--- src/rtl/mains_pkg.sv ---
package mains_pkg;

    typedef enum logic [1:0] {
        RAMP_HOLD = 2'd0,
        RAMP_RUN  = 2'd1,
        RAMP_FIRE = 2'd2
    } ramp_state_e;

    // Second divider ratio chosen from the nominal line frequency.
    function automatic int second_stage_mod(input int line_hz);
        return (line_hz == 50) ? 5 : 6;
    endfunction

endpackage

--- src/rtl/mains_edge_sync.sv ---
module mains_edge_sync #(
    parameter int STAGES = 2
) (
    input  logic clk,
    input  logic rst,
    input  logic async_i,
    output logic fall_o
);
    logic [STAGES-1:0] chain_q;
    logic              prev_q;

    always_ff @(posedge clk) begin
        if (rst) begin
            chain_q <= '0;
            prev_q  <= 1'b0;
        end else begin
            chain_q <= {chain_q[STAGES-2:0], async_i};
            prev_q  <= chain_q[STAGES-1];
        end
    end

    assign fall_o = prev_q & ~chain_q[STAGES-1];
endmodule

--- src/rtl/mains_ramp_fsm.sv ---
module mains_ramp_fsm
    import mains_pkg::*;
#(
    parameter int RAMP_CYCLES = 20
) (
    input  logic clk,
    input  logic rst,
    input  logic fall_i,
    output logic qual_o
);
    localparam int RW = $clog2(RAMP_CYCLES + 1);
    localparam logic [RW-1:0] LAST = RW'(RAMP_CYCLES - 1);

    ramp_state_e   state_q, state_d;
    logic [RW-1:0] cnt_q, cnt_d;

    // State register
    always_ff @(posedge clk) begin
        if (rst) begin
            state_q <= RAMP_HOLD;
            cnt_q   <= LAST;
        end else begin
            state_q <= state_d;
            cnt_q   <= cnt_d;
        end
    end

    // Next-state logic
    always_comb begin
        state_d = state_q;
        cnt_d   = cnt_q;
        unique case (state_q)
            RAMP_HOLD: begin
                if (fall_i) begin
                    state_d = RAMP_RUN;
                    cnt_d   = '0;
                end
            end
            RAMP_RUN: begin
                if (fall_i) begin
                    state_d = RAMP_RUN;
                    cnt_d   = '0;
                end else if (cnt_q == LAST) begin
                    state_d = RAMP_FIRE;
                end else begin
                    cnt_d = cnt_q + 1'b1;
                end
            end
            RAMP_FIRE: begin
                if (fall_i) begin
                    state_d = RAMP_RUN;
                    cnt_d   = '0;
                end else begin
                    state_d = RAMP_HOLD;
                end
            end
            default: begin
                state_d = RAMP_HOLD;
                cnt_d   = LAST;
            end
        endcase
    end

    // Outputs
    always_comb begin
        qual_o = (state_q == RAMP_FIRE);
    end
endmodule

--- src/rtl/mains_mod_counter.sv ---
module mains_mod_counter #(
    parameter int MOD = 10
) (
    input  logic clk,
    input  logic rst,
    input  logic en_i,
    output logic wrap_o
);
    localparam int CW = (MOD > 1) ? $clog2(MOD) : 1;
    localparam logic [CW-1:0] TOP = CW'(MOD - 1);

    logic [CW-1:0] cnt_q;

    always_ff @(posedge clk) begin
        if (rst) begin
            cnt_q <= '0;
        end else if (en_i) begin
            cnt_q <= (cnt_q == TOP) ? '0 : cnt_q + 1'b1;
        end
    end

    assign wrap_o = en_i & (cnt_q == TOP);
endmodule

--- src/rtl/mains_tick_gen.sv ---
module mains_tick_gen
    import mains_pkg::*;
#(
    parameter int LINE_HZ     = 60,
    parameter int CLK_HZ      = 1_000_000,
    parameter int RAMP_CYCLES = CLK_HZ / (2 * LINE_HZ),
    parameter int SYNC_STAGES = 2
) (
    input  logic clk,
    input  logic rst,
    input  logic line_in,
    output logic qual_pulse_o,
    output logic tick_o
);
    localparam int DIV_A     = 10;
    localparam int DIV_B     = second_stage_mod(LINE_HZ);
    localparam int TOTAL_DIV = DIV_A * DIV_B;

    logic fall_w;
    logic qual_w;
    logic wrap_a_w;
    logic wrap_b_w;
    logic tick_q;

    mains_edge_sync #(.STAGES(SYNC_STAGES)) u_sync (
        .clk    (clk),
        .rst    (rst),
        .async_i(line_in),
        .fall_o (fall_w)
    );

    mains_ramp_fsm #(.RAMP_CYCLES(RAMP_CYCLES)) u_ramp (
        .clk   (clk),
        .rst   (rst),
        .fall_i(fall_w),
        .qual_o(qual_w)
    );

    mains_mod_counter #(.MOD(DIV_A)) u_div_a (
        .clk   (clk),
        .rst   (rst),
        .en_i  (qual_w),
        .wrap_o(wrap_a_w)
    );

    mains_mod_counter #(.MOD(DIV_B)) u_div_b (
        .clk   (clk),
        .rst   (rst),
        .en_i  (wrap_a_w),
        .wrap_o(wrap_b_w)
    );

    always_ff @(posedge clk) begin
        if (rst) tick_q <= 1'b0;
        else     tick_q <= wrap_b_w;
    end

    assign qual_pulse_o = qual_w;
    assign tick_o       = tick_q;
endmodule

--- config.mk ---
export PLATFORM = sky130hd
export DESIGN_NAME = mains_tick_gen
export DESIGN_NICKNAME = d
export VERILOG_FILES = /design/src/rtl/mains_pkg.sv /design/src/rtl/mains_edge_sync.sv /design/src/rtl/mains_ramp_fsm.sv /design/src/rtl/mains_mod_counter.sv /design/src/rtl/mains_tick_gen.sv
export SDC_FILE = /design/constraint.sdc
export NUM_CORES = 1
export LEC_CHECK = 0
export CAP_MARGIN = 20
export CORE_MARGIN = 4
export CORE_UTILIZATION = 35
export DETAILED_ROUTE_END_ITERATION = 8
export SLEW_MARGIN = 20
export SYNTH_ARGS = -nofsm -noshare
export SYNTH_HDL_FRONTEND = slang
export SYNTH_HIERARCHICAL = 1
export SYNTH_SLANG_ARGS = --single-unit
--- constraint.sdc ---
create_clock -name clk -period 2 [get_ports clk]
set_clock_uncertainty 0.2 [all_clocks]
set_input_delay 0.4 -clock clk [delete_from_list [all_inputs] [get_ports clk]]
set_output_delay 0.4 -clock clk [all_outputs]
set_load 0.02 [all_outputs]
# --- Word-level counts from Yosys, hierarchy flattened ---
# Cells that the tools add are included.
classes:
  muxes: 11
  eq_ne: 9
  reduce_logical: 4
  addsub: 3
  n_bitwise: 4
op_table:
  columns: ["operator", "count"]
  rows:
  - ["14-bit 2-to-1 mux", 3]
  - ["14-bit case mux with 2 select lines", 1]
  - ["14-bit by 1-bit adder with 14-bit output, second input constant", 1]
  - ["14-bit equality test, second input constant", 1]
  - ["2-bit 2-to-1 mux", 3]
  - ["2-bit case mux with 3 select lines", 1]
  - ["4-bit by 1-bit adder with 4-bit output, second input constant", 1]
  - ["4-bit equality test, second input constant", 1]
  - ["4-bit 2-to-1 mux", 1]
  - ["2-bit AND reduction", 2]
  - ["3-bit by 1-bit adder with 3-bit output, second input constant", 1]
  - ["1-bit AND", 3]
  - ["3-bit equality test, second input constant", 1]
  - ["3-bit 2-to-1 mux", 1]
  - ["3-bit by 2-bit != test with 1-bit output, second input constant", 1]
  - ["3-bit != test, second input constant", 1]
  - ["2-bit by 1-bit equality test with 1-bit output, second input constant", 1]
  - ["2-bit equality test, second input constant", 1]
  - ["2-bit logical NOT", 1]
  - ["2-bit by 1-bit != test with 1-bit output, second input constant", 1]
  - ["2-bit != test, second input constant", 1]
  - ["2-bit OR reduction", 1]
  - ["1-bit 2-to-1 mux", 1]
  - ["1-bit NOT", 1]
word_totals:
  wordCells: 38
  output_inout_bits: 2
  inputBits: 3
  regBits: 27

# --- Longest topological paths before layout ---
logic_depth:
  depth_word: 4
  ltp_mapped: 7
  mapped_depth_nobuf: 6

# --- Cells and area by module ---
# Netlist, hierarchy kept.
by_module_without_submodules:
  columns: ["module", "instances", "area_per_inst_um2", "seq_area_each_um2", "cells_per_inst"]
  rows:
  - ["mains_ramp_fsm", 1, 855.8, 320.3, 104]
  - ["mains_mod_counter at u_div_a", 1, 188.9, 80.1, 19]
  - ["mains_mod_counter at u_div_b", 1, 132.6, 60.1, 12]
  - ["mains_edge_sync", 1, 87.6, 60.1, 7]
  - ["mains_tick_gen", 1, 33.8, 20.0, 2]

# --- Worst setup path before layout ---
# Ideal clock, no wire load.
synth_path:
  path_type: "register to register"
  start: "reg u_ramp.state_q[1]"
  end: "reg tick_q (netlist: tick_o)"
  path_slack_ns: -0.369
  stages_incl_launch_ff: 6
  setup_time_ns: 0.061
  synth_period_minus_slack_ns: 2.369
  arrival_ns: 2.109
  n_path_buf: 0
  t_required_ns: 1.739
  cell_sequence: "dfxtp_1 nor2b_1 nand2_1 nor4b_1 and4b_1 nor2b_4"
synth_between:
  elab_chain_len: 3
synth_rtl:
  columns: ["item", "line_no", "source"]
  rows:
  - ["start: declaration", "mains_ramp_fsm.sv:14", "ramp_state_e state_q, state_d;"]
  - ["start signal: assignment", "mains_ramp_fsm.sv:23", "state_q <= state_d;"]
  - ["2-bit equality test", "mains_ramp_fsm.sv:66", "qual_o = (state_q == RAMP_FIRE);"]
  - ["via qual_pulse_o", "mains_tick_gen.sv:12", "output logic qual_pulse_o,"]
  - ["1-bit AND", "mains_mod_counter.sv:22", "assign wrap_o = en_i & (cnt_q == TOP);"]
  - ["via wrap_a_w", "mains_tick_gen.sv:21", "logic wrap_a_w;"]
  - ["1-bit AND", "mains_mod_counter.sv:22", null]
  - ["via wrap_b_w", "mains_tick_gen.sv:22", "logic wrap_b_w;"]
  - ["end signal: assignment", "mains_tick_gen.sv:55", "else tick_q <= wrap_b_w;"]
  - ["end: declaration", "mains_tick_gen.sv:23", "logic tick_q;"]
# The timed path passes the listed nets, and every way through them passes these cells.
# A chain may end at the register's enable or synchronous reset.

# --- Worst setup path in the final report ---
layout_path:
  start: "reg u_ramp.cnt_q[8]"
  end: "reg u_ramp.cnt_q[13]"
layout_between:
  elab_chain_len: 4
  elab_cells_between_ends: 7
  classes_between: "add/sub (1); eq/ne (2); mux (3); reduce/logical (1)"
layout_rtl:
  columns: ["item", "line_no", "source"]
  rows:
  - ["start: declaration", "mains_ramp_fsm.sv:15", "logic [RW-1:0] cnt_q, cnt_d;"]
  - ["start signal: assignment", "mains_ramp_fsm.sv:24", "cnt_q <= cnt_d;"]
  - ["14-bit by 1-bit adder with 14-bit output", "mains_ramp_fsm.sv:46", "cnt_d = cnt_q + 1'b1;"]
  - ["14-bit 2-to-1 mux", "mains_ramp_fsm.sv:43", "end else if (cnt_q == LAST) begin"]
  - ["14-bit 2-to-1 mux", "mains_ramp_fsm.sv:40", "if (fall_i) begin"]
  - ["14-bit case mux with 2 select lines", "mains_ramp_fsm.sv:32", "unique case (state_q)"]
# Parallel ways exist; a longest one is shown, timed or not. The select of a mux whose other input is x is not followed.

==> metrics.md <==
| Metric | Value |
|---|---|
| Final cell count without fillers | `between 200 and 250` |
| # port buffers | `4` |
| Final Hold Slack | `259.4 ps` |
| Final Hold Vio Count | `0` |
| First-pass GRT wire length | `4788 microns` |
| Iteration-0 DRC Markers | `80` |
| Max clock buf depth | `2` |
| Drc violations | `0` |
| Diode count | `0` |
| Share of synthesized area occupied by flip-flops and latches | `41.62%` |
| Status | `complete, no violations` |
| P_sw | `~210 uW` |
| Die Width | `68.92 microns` |
| Post-synth EDFFs | `0` |
| Switch share | `approximately 23%` |
| Endpoints failing setup | `0` |
| Critical Path Sink | `u_ramp/cnt_q[13]` |
| Placed insts | `between 200 and 250` |
| DIE AREA | `around 4700 sq um` |
| Clk root buf | `clkbuf_8` |
| Commonest cells after routing, fill and taps aside | `dfxtp_1 (24), buf_4 (19), nor2_1 (14)` |
| Worst Setup End Kind | `flop` |
| Tcrit/Tclk final | `a little under 100%` |
| Antenna Nets Post-Route | `0` |
| Yosys cell types | `41` |
| Worst slew pin tran | `roughly 440 ps` |
| Setup CP Type | `reg2reg` |
| VDD IR max | `approximately 370 uV` |
| Share of layout cells above drive strength 1 | `about 25%` |
| Vias/cell | `around 5.3` |
| Clock Power Share | `a little over a third` |
| Post-Syn Area per Cell | `9.019 sq um` |
| Min-delay worst type | `reg2reg` |
| Hpwl dp | `2043 microns` |
| Final Power | `924.9 uW` |
| Total GRT Usage | `13.38%` |
| Vias | `1126` |
| Max Fclk | `around 510 MHz` |
| Mapped cell area | `roughly 1300 sq um` |
| Worst reg2reg path depth | `4` |
| Syn-to-layout area delta | `22.35%` |
| Synth warnings | `6` |
| DR pass1 iterations | `4` |
| Post-CTS Hold Buffers | `0` |
| Clk Latency, worst-skew pair | `270 ps` |
| Routed len/inst | `12.87 microns` |
| Crit path from | `u_ramp/cnt_q[8]` |
| Largest net degree at the start of global routing | `18` |
| Die height | `approximately 69 microns` |
| Crit path DAT | `1930 ps` |
| Clock sink total | `27` |
| Combinational power share | `under 10%` |
| Num CTS Buffers | `3` |
| H-tree Lvls | `1` |
| Drt total wl | `about 2700 microns` |
| Core Rows | `21` |
| Pwr dens | `a little under 600 nW/um^2` |
| R2R Setup Slk | `about 48 ps` |
| P_int | `between 700 and 800 uW` |
| #FFs+latches synth | `27` |
| R2r endpoint | `u_ramp/cnt_q[13]` |
| Core area | `3468 sq um` |
| Synth Instances | `about 140` |
| Remaining Overflow, GRT | `0` |
| Static Leak | `0.0005661 uW` |
| Starting density of the core | `a little under two fifths` |
| RR Startpoint | `u_ramp/cnt_q[8]` |
| Reg power frac | `around three fifths` |
| Async set-reset flop share out of synthesis | `0%` |
| Synth Flop Type | `dfxtp_1` |
| Max transition margin | `a little over two thirds` |
| Syn nets | `149` |
| CTS tree | `done` |
| Peak fanout along the critical path | `2` |
| Max Slew Vio Count | `0` |
| Vias in the first global route | `approximately 1100` |
| Most common cell after layout, fill and taps aside | `dfxtp_1` |
| Fin util | `45.82%` |
| Final critical-path required period | `between 1500 and 2000 ps` |
| RePlAce Congestion | `just under 0.9` |
| Critical path launch point type | `flop` |
| Clk slew on worst S/H paths | `around 100 ps` |
| Top Ports | `5` |
| Antenna violations before repair | `0` |
| Layout Nets | `172` |
| Max_cap viols | `0` |
| WP data required | `a little under 2000 ps` |
[worst min path at each step]
stage | start | end | cells past startpoint
final | u_sync/chain_q[0] | u_sync/chain_q[1] | 1
after global routing | u_sync/chain_q[1] | u_sync/prev_q | 1
after CTS | u_sync/chain_q[0] | u_sync/chain_q[1] | 1
after detailed placement | u_sync/chain_q[0] | u_sync/chain_q[1] | 1
after global placement | u_sync/chain_q[0] | u_sync/chain_q[1] | 1
after floorplan | u_sync/chain_q[0] | u_sync/chain_q[1] | 1
[Yosys cell counts (all sizes together) (3+ instances only)]
| cell type | count | area [sq um] |
|---|---|---|
| a211o | 3 | 27.53 |
| nand3 | 6 | 35.03 |
| nor3b | 3 | 22.52 |
| nor4 | 3 | 18.77 |
| nand2 | 7 | 26.28 |
| nor2b | 6 | 45.04 |
| nor2 | 15 | 56.30 |
| clkbuf | 5 | 20.01 |
| xnor2 | 9 | 78.83 |
| nand4 | 6 | 37.54 |
| dfxtp | 27 | 540.5 |
| a21oi | 9 | 45.04 |
| o21ai | 4 | 20.02 |
| o31ai | 3 | 22.52 |
| inv | 5 | 18.77 |
| nor3 | 5 | 25.02 |
| nand2b | 3 | 18.77 |
[stage by stage]
stage | TNS [ps] | cell area [sq um] | setup WS, ps
after floorplan | 0 | 1308 | 72.24
after global placement | 0 | 1528 | 19.42
after detailed placement | 0 | 1528 | 20.71
after CTS | 0 | 1578 | 5.541
after global routing | -1.221 | 1589 | -1.221
final | 0 | 1589 | 48.29
[critical path: stages (launching register included)]
cell     delay (ps)
dfxtp_1         360
nand4_1         150
or4_4           560
a211o_1         300
a211o_1         280
[logic make-up after synthesis]
group	count (synthesis)	share of synthesized area, %
XOR/XNOR	9	6.070
AO/OA/AOI/OAI	26	14.16
AND/OR/NAND/NOR	68	31.60
flip-flops	27	41.62
buffers and inverters	10	2.986
multiplexers	2	1.638
adder cells (fa/ha/maj)	2	1.926
[routing by layer]
| layer | GRT usage, % | part of all wire (%) |
|---|---|---|
| met4 | 3.650 | 0.84 |
| met1 | 16.02 | 46 |
| met2 | 23.57 | 50 |
| met3 | 3.404 | 3.2 |
| met5 | 0 | 0 |
[cell type report]
class	count	area, sq um
Clock buffer	3	41.29
Sequential cell	27	544.3
Inverter	5	18.77
Multi-Input combinational cell	107	737.0
Tap cell	46	57.56
Fill cell	342	1879
Clock inverter	1	8.758
Timing Repair Buffer	23	181.4
[sequential cells by signal, summed over array words and instances (netlist names)]
register        flops
tick_o              1
u_div_a/cnt_q       4
u_div_b/cnt_q       3
u_ramp/cnt_q       14
u_ramp/state_q      2
u_sync/chain_q      2
u_sync/prev_q       1
[power by group through the flow]
stage | clock network [uW] | logic [uW] | registers (uW)
floorplan | 0 | 28.0 | 560
global placement | 0 | 50.7 | 561
detailed placement | 0 | 51.2 | 561
CTS | 341 | 51.5 | 549
global route | 367 | 57.6 | 550
finish | 324 | 52.1 | 549
[what timing repair did]
action                     CTS  global route
setup buffers                0             0
hold endpoints to repair     0             0
setup endpoints to repair    2             6
gates resized for setup      2             6
pin swaps                    0             1
No activity file was read; power rests on OpenSTA's default activity.
